[src/rtl/usb_gate_pkg.sv]
package usb_gate_pkg;

    typedef enum logic [2:0] {
        GS_IDLE  = 3'd0,
        GS_ARMED = 3'd1,
        GS_DEFER = 3'd2,
        GS_XFER  = 3'd3,
        GS_HALT  = 3'd4
    } gate_state_e;

endpackage

[src/rtl/gate_bit_tick.sv]
module gate_bit_tick #(
    parameter int CLK_PER_BIT = 4
) (
    input  logic clk,
    input  logic rst_n,
    output logic tick_o
);
    localparam int CW = (CLK_PER_BIT > 1) ? $clog2(CLK_PER_BIT) : 1;
    localparam logic [CW-1:0] LAST = CW'(CLK_PER_BIT - 1);

    logic [CW-1:0] div_q;

    assign tick_o = (div_q == LAST);

    always_ff @(posedge clk) begin
        if (!rst_n)      div_q <= '0;
        else if (tick_o) div_q <= '0;
        else             div_q <= div_q + 1'b1;
    end

endmodule

[src/rtl/gate_frame_timer.sv]
module gate_frame_timer #(
    parameter int FRAME_BITS = 12000,
    localparam int PW = $clog2(FRAME_BITS)
) (
    input  logic          clk,
    input  logic          rst_n,
    input  logic          tick_i,
    output logic [PW-1:0] left_o,
    output logic          eof_o
);
    localparam logic [PW-1:0] LAST = PW'(FRAME_BITS - 1);

    logic [PW-1:0] pos_q;

    assign left_o = LAST - pos_q;
    assign eof_o  = tick_i && (pos_q == LAST);

    always_ff @(posedge clk) begin
        if (!rst_n)      pos_q <= '0;
        else if (eof_o)  pos_q <= '0;
        else if (tick_i) pos_q <= pos_q + 1'b1;
    end


    frame_wrap_chk: assert property (@(posedge clk) disable iff (!rst_n)
        eof_o |=> (left_o == LAST));

endmodule

[src/rtl/gate_idle_timer.sv]
module gate_idle_timer #(
    parameter int IPD_BITS = 8
) (
    input  logic clk,
    input  logic rst_n,
    input  logic tick_i,
    input  logic bus_active_i,
    output logic idle_ok_o
);
    localparam int CW = $clog2(IPD_BITS + 1);
    localparam logic [CW-1:0] NEED = CW'(IPD_BITS);

    logic [CW-1:0] quiet_q;

    assign idle_ok_o = (quiet_q >= NEED);

    always_ff @(posedge clk) begin
        if (!rst_n)                        quiet_q <= '0;
        else if (bus_active_i)             quiet_q <= '0;
        else if (tick_i && !idle_ok_o)     quiet_q <= quiet_q + 1'b1;
    end


    idle_restart_chk: assert property (@(posedge clk) disable iff (!rst_n)
        bus_active_i |=> !idle_ok_o);

endmodule

[src/rtl/usb_txn_gate.sv]
module usb_txn_gate
    import usb_gate_pkg::*;
#(
    parameter int CLK_PER_BIT = 4,
    parameter int FRAME_BITS  = 12000,
    parameter int IPD_BITS    = 8,
    parameter int DUR_W       = 14
) (
    input  logic             clk,
    input  logic             rst_n,
    input  logic             bus_active,
    input  logic             sched_en,
    input  logic             req_valid,
    input  logic [DUR_W-1:0] req_bits,
    input  logic             halt_clr,
    output logic             start_o,
    output logic             busy_o,
    output logic             babble_irq,
    output logic             halted_o
);
    localparam int PW   = $clog2(FRAME_BITS);
    localparam int CMPW = ((DUR_W > PW) ? DUR_W : PW) + 1;

    logic          tick_w;
    logic          eof_w;
    logic          idle_ok_w;
    logic [PW-1:0] left_w;

    gate_state_e      state_q, state_d;
    logic [DUR_W-1:0] dur_q, dur_d;
    logic [DUR_W-1:0] run_q, run_d;
    logic             fit_w;
    logic             go_start;
    logic             babble_now;

    gate_bit_tick #(.CLK_PER_BIT(CLK_PER_BIT)) u_tick (
        .clk    (clk),
        .rst_n  (rst_n),
        .tick_o (tick_w)
    );

    gate_frame_timer #(.FRAME_BITS(FRAME_BITS)) u_frame (
        .clk    (clk),
        .rst_n  (rst_n),
        .tick_i (tick_w),
        .left_o (left_w),
        .eof_o  (eof_w)
    );

    gate_idle_timer #(.IPD_BITS(IPD_BITS)) u_idle (
        .clk          (clk),
        .rst_n        (rst_n),
        .tick_i       (tick_w),
        .bus_active_i (bus_active),
        .idle_ok_o    (idle_ok_w)
    );

    assign fit_w      = CMPW'(dur_q) <= CMPW'(left_w);
    assign babble_now = eof_w && bus_active && (state_q != GS_HALT);

    always_comb begin
        state_d  = state_q;
        dur_d    = dur_q;
        run_d    = run_q;
        go_start = 1'b0;
        if (babble_now) begin
            state_d = GS_HALT;
        end else begin
            unique case (state_q)
                GS_IDLE: begin
                    if (req_valid) begin
                        state_d = GS_ARMED;
                        dur_d   = (req_bits == '0) ? DUR_W'(1) : req_bits;
                    end
                end
                GS_ARMED: begin
                    if (tick_w && sched_en && idle_ok_w) begin
                        if (fit_w) begin
                            state_d  = GS_XFER;
                            run_d    = dur_q;
                            go_start = 1'b1;
                        end else if (!eof_w) begin
                            state_d = GS_DEFER;
                        end
                    end
                end
                GS_DEFER: begin
                    if (eof_w) state_d = GS_ARMED;
                end
                GS_XFER: begin
                    if (tick_w) begin
                        if (run_q <= DUR_W'(1)) state_d = GS_IDLE;
                        else                    run_d   = run_q - 1'b1;
                    end
                end
                GS_HALT: begin
                    if (halt_clr) state_d = GS_IDLE;
                end
                default: state_d = GS_IDLE;
            endcase
        end
    end

    always_ff @(posedge clk) begin
        if (!rst_n) begin
            state_q <= GS_IDLE;
            dur_q   <= '0;
            run_q   <= '0;
        end else begin
            state_q <= state_d;
            dur_q   <= dur_d;
            run_q   <= run_d;
        end
    end

    always_ff @(posedge clk) begin
        if (!rst_n) begin
            start_o    <= 1'b0;
            babble_irq <= 1'b0;
        end else begin
            start_o <= go_start;
            if (babble_now)                         babble_irq <= 1'b1;
            else if (state_q == GS_HALT && halt_clr) babble_irq <= 1'b0;
        end
    end

    assign busy_o   = (state_q == GS_XFER);
    assign halted_o = (state_q == GS_HALT);


    start_idle_chk: assert property (@(posedge clk) disable iff (!rst_n)
        start_o |-> $past(idle_ok_w));


    start_fit_chk: assert property (@(posedge clk) disable iff (!rst_n)
        start_o |-> $past(fit_w));


    babble_cause_chk: assert property (@(posedge clk) disable iff (!rst_n)
        $rose(babble_irq) |-> $past(eof_w && bus_active));


    halt_quiet_chk: assert property (@(posedge clk) disable iff (!rst_n)
        halted_o |-> !start_o);


    busy_end_chk: assert property (@(posedge clk) disable iff (!rst_n)
        ($fell(busy_o) && !halted_o) |-> $past(tick_w));


    sched_gate_chk: assert property (@(posedge clk) disable iff (!rst_n)
        start_o |-> $past(sched_en));


    state_excl_chk: assert property (@(posedge clk) disable iff (!rst_n)
        $onehot0({busy_o, halted_o}));

endmodule

[config.mk]
export PLATFORM = sky130hd
export DESIGN_NAME = usb_txn_gate
export DESIGN_NICKNAME = d
export VERILOG_FILES = /design/src/rtl/usb_gate_pkg.sv /design/src/rtl/gate_bit_tick.sv /design/src/rtl/gate_frame_timer.sv /design/src/rtl/gate_idle_timer.sv /design/src/rtl/usb_txn_gate.sv
export SDC_FILE = /design/constraint.sdc
export NUM_CORES = 1
export LEC_CHECK = 0
export BUFFER_PORTS_ARGS = -buffer_cell sky130_fd_sc_hd__buf_2
export CAP_MARGIN = 20
export CORE_AREA = 2 2 80 82
export DETAILED_ROUTE_END_ITERATION = 6
export DIE_AREA = 0 0 82 84
export GPL_ROUTABILITY_DRIVEN = 0
export GPL_TIMING_DRIVEN = 0
export PLACE_DENSITY_LB_ADDON = 0.2
export SLEW_MARGIN = 20
export SYNTH_ARGS = -nofsm -noshare
export SYNTH_HDL_FRONTEND = slang
export SYNTH_SLANG_ARGS = --single-unit
[constraint.sdc]
create_clock -name clk -period 2.6 [get_ports clk]
set_clock_uncertainty 0.05 [all_clocks]
set_input_delay 0.26 -clock clk [delete_from_list [all_inputs] [get_ports clk]]
set_output_delay 0.26 -clock clk [all_outputs]
set_load 0.02 [all_outputs]
==> results.md <==
* Status: finished, violations left
* Failing checks: setup timing
* Setup TNS at -1.92 ns
* DRT met1 WL at 3.68 mm
* Cts hold-fix bufs at 0
* Top sig layer: met4
* Sinks on the clock net at 53
* TritonCTS clock tree: yes
* Worst path most repeated cell: buf_6
* Post-synth top flop: dfxtp_1
* Net Count, Synth at between 400 and 500
* Routed length on met3 at 344 um
* VDD IR max at 0.000340 V
* Die ar. at 6890 um^2
* Die Y at roughly 84 um
* Final Routed Wirelength at 8.34 mm
* CP startpoint kind: flip-flop
* Syn_area_per_cell at around 8.1 um^2
* Pwr Density at 494 nW/um^2
* Placed instance count at 490
* IO buf count at 23
* Warnings, synthesis at 0
* Fin. Hold Viols at 0
* Finish-stage setup viols at 14
* Worst-Skew Late Latency at 0.31 ns
* Cell leakage power at 1.55 nW
* Worst Setup End Kind: flip-flop
* Area Growth Syn to Fin at 23.7%
* Commonest cells after routing, fill and taps aside: dfxtp_1, nor2_1, a21oi_1
* Post-synth cell types at 57
* Comb pwr share at 0.223
* Part of the power in registers at 0.470
* Switching Share at 0.306
* Share of cells above drive strength 1 at 0.218
* Tot Pwr at 1.94 mW
* Switching power at 592 uW
* Synthesized cell area at 3160 um^2
* GRT overflow at 0
* Vias in the first global route at 2928
* Row cnt at 29
* Residual DRC at 0
* Core Footprint at 6100 um^2
* Tmin final at 2.80 ns
* Antenna violations before repair at 0
* Die X at 82 um
* Initial Util at 0.519
* Worst setup path category: reg -> reg
* MaxCap Viol Count at 0
* Least-Margin Pin Slew at 0.974 ns
* DRT Pass-1 Iters at 4
* Final period utilization at 1.08
* ANT nets after route at 0
* FILL cells at 518
* Fmax at between 300 and 400 MHz
* Worst EP required at approximately 2.7 ns
* GRT Total Usage at 0.254
* Worst Path Arrival at between 2 and 3 ns
* Largest net degree at the start of global routing at 16
* Unrepaired setup endpoints after global routing: true
* Initial DRC Count at 157
* I/O pin cnt at 24
* Cells along the critical path: clkbuf_4 > and3_1 > o21ai_1 > xor2_1 > ha_1 > nand4_1 > inv_1 > a21oi_2 > a211oi_4 > buf_6 > buf_6 > o311ai_4 > o31ai_2
* Clock root buffer: clkbuf_8
* Met2 wire length at 4.07 mm
* Post-synthesis async set-or-reset flop share at 0
* Yosys reg bits at 53
* First-pass GRT wire length at 13.7 mm
* Max-Slew Margin vs Limit at 0.351
* Crit path largest cell delay at 0.31 ns
* Number of synthesized flops with an enable pin at 0
* Critical-path top delay cell: dfxtp_1
* Via density at 5.96
* Storage cell area at 1070 um^2
* Final HPWL from detailed placement at 5.82 mm
* CTS Buffer Depth at 2
* Layout Nets at 476
* Wire per inst at 16.3 um
* Crit Path Max Fanout at 7
* Final-report max-slew violation count at 0
* Antenna Diode Count at 0
* Hold Path Class: in -> reg
* Vias at just over 3000
* Int Pwr at 1.34 mW
* Non-Filler Instances at 512
* Multi-input gate area at between 2000 and 2500 um^2
* Clock Pin Slew Worst Setup and Hold Paths at 0.10 ns
* H-tree depth at 2
* Post-Synthesis Cells at about 400
* Post-route setup slack at -0.197 ns
* Most common cell after layout, fill and taps aside: dfxtp_1
* Clock share of power at 0.307
* Total CTS buffers at 5
* Register area share after synthesis at 0.335
flip-flops by register name, summed over array words and instances (netlist names):
register,flops
babble_irq,1
u_tick.div_q,2
u_idle.quiet_q,4
run_q,14
u_frame.pos_q,14
state_q,3
start_o,1
dur_q,14
per-stage QoR:
step	area, um^2	setup WS (ns)	hold WS [ns]	utilization
final	3920	-0.197	0.151	0.642
after global routing	3920	-0.333	0.158	0.642
after CTS	3870	-0.167	0.146	0.635
after detailed placement	3440	-0.429	0.372	0.565
after global placement	3440	-0.380	0.363	0.565
after floorplan	3230	-0.0644	0.343	-
worst max-delay path: cells and delay by family, from the launching register on:
| kind | cells | cell delay [ns] |
|---|---|---|
| AO/OA/AOI/OAI | 5 | 0.93 |
| XOR/XNOR | 1 | 0.18 |
| adder cells (fa/ha/maj) | 1 | 0.26 |
| buffers and inverters | 4 | 0.55 |
| flip-flops | 1 | 0.31 |
| AND/OR/NAND/NOR | 2 | 0.39 |
what timing repair did:
item                       4_1_cts  5_1_grt
gates resized for setup         34        7
setup endpoints to repair       16       16
buffers inserted                11        1
gates cloned                     2        0
pin swaps                       20        3
worst paths after layout:
path               startpoint               to  slack (ns)  depth (start not counted)
max          u_frame.pos_q[7]         run_q[4]       -0.20                         13
min              req_bits[10]        dur_q[10]        0.15                          3
max reg2reg  u_frame.pos_q[7]         run_q[4]       -0.20                         13
min reg2reg   u_tick.div_q[0]  u_tick.div_q[0]        0.38                          1
metal layers:
layer,GRT usage,vias up
li1,-,1492
met1,0.312,1438
met2,0.416,103
met3,0.0444,21
met4,0.127,0
met5,0,-
layout make-up:
| cell class | count | area share |
|---|---|---|
| Timing Repair Buffer | 37 | 0.0694 |
| Inverter | 15 | 0.0144 |
| Sequential cell | 53 | 0.273 |
| Buffer | 21 | 0.0345 |
| Multi-Input combinational cell | 301 | 0.554 |
| Clock buffer | 7 | 0.0221 |
| Tap cell | 77 | 0.0246 |
| Clock inverter | 1 | 0.00767 |
cells by family (layout without fill, tap and decap cells):
kind of cell               Yosys count  count (layout)  synth area share
and+or+nand+nor                    165             165             0.264
xor gates and xnor gates            20              20            0.0554
AOI/OAI and AO/OA                   91              91             0.199
muxes                                3               3           0.00949
adders and majority gates           22              22            0.0870
buffers and inverters               36              81            0.0498
DFF                                 53              53             0.335
synthesized netlist by cell type (2+ instances only):
library cell | number | area (um^2)
a21oi_1 | 43 | 215
nand3_1 | 23 | 115
nand2b_1 | 4 | 25.0
xor2_1 | 11 | 96.3
o32ai_2 | 2 | 32.5
and2_1 | 3 | 18.8
o311ai_1 | 5 | 43.8
nand2_1 | 39 | 146
o311ai_0 | 3 | 26.3
nand4_1 | 8 | 50.1
or3_1 | 6 | 37.5
clkbuf_1 | 12 | 45.0
dfxtp_1 | 53 | 1060
buf_4 | 2 | 15.0
nor2b_1 | 3 | 18.8
o21ai_0 | 7 | 35.0
a31oi_1 | 3 | 18.8
nor3_1 | 12 | 60.1
o31ai_1 | 2 | 15.0
xnor2_1 | 9 | 78.8
mux2i_1 | 3 | 30.0
o31ai_2 | 7 | 87.6
nor4_1 | 7 | 43.8
o21ai_1 | 2 | 10.0
ha_1 | 22 | 275
buf_2 | 5 | 25.0
and3_1 | 5 | 31.3
or4_1 | 2 | 15.0
nor2_1 | 44 | 165
a21o_1 | 3 | 22.5
inv_1 | 14 | 52.6
power by group through the flow:
stage	clock network, mW	registers (mW)	logic (mW)
floorplan	0	0.907	0.304
global placement	0	0.927	0.389
detailed placement	0	0.926	0.398
CTS	0.602	0.906	0.421
global route	0.638	0.914	0.478
finish	0.595	0.909	0.431
No activity file was read; power rests on OpenSTA's default activity.
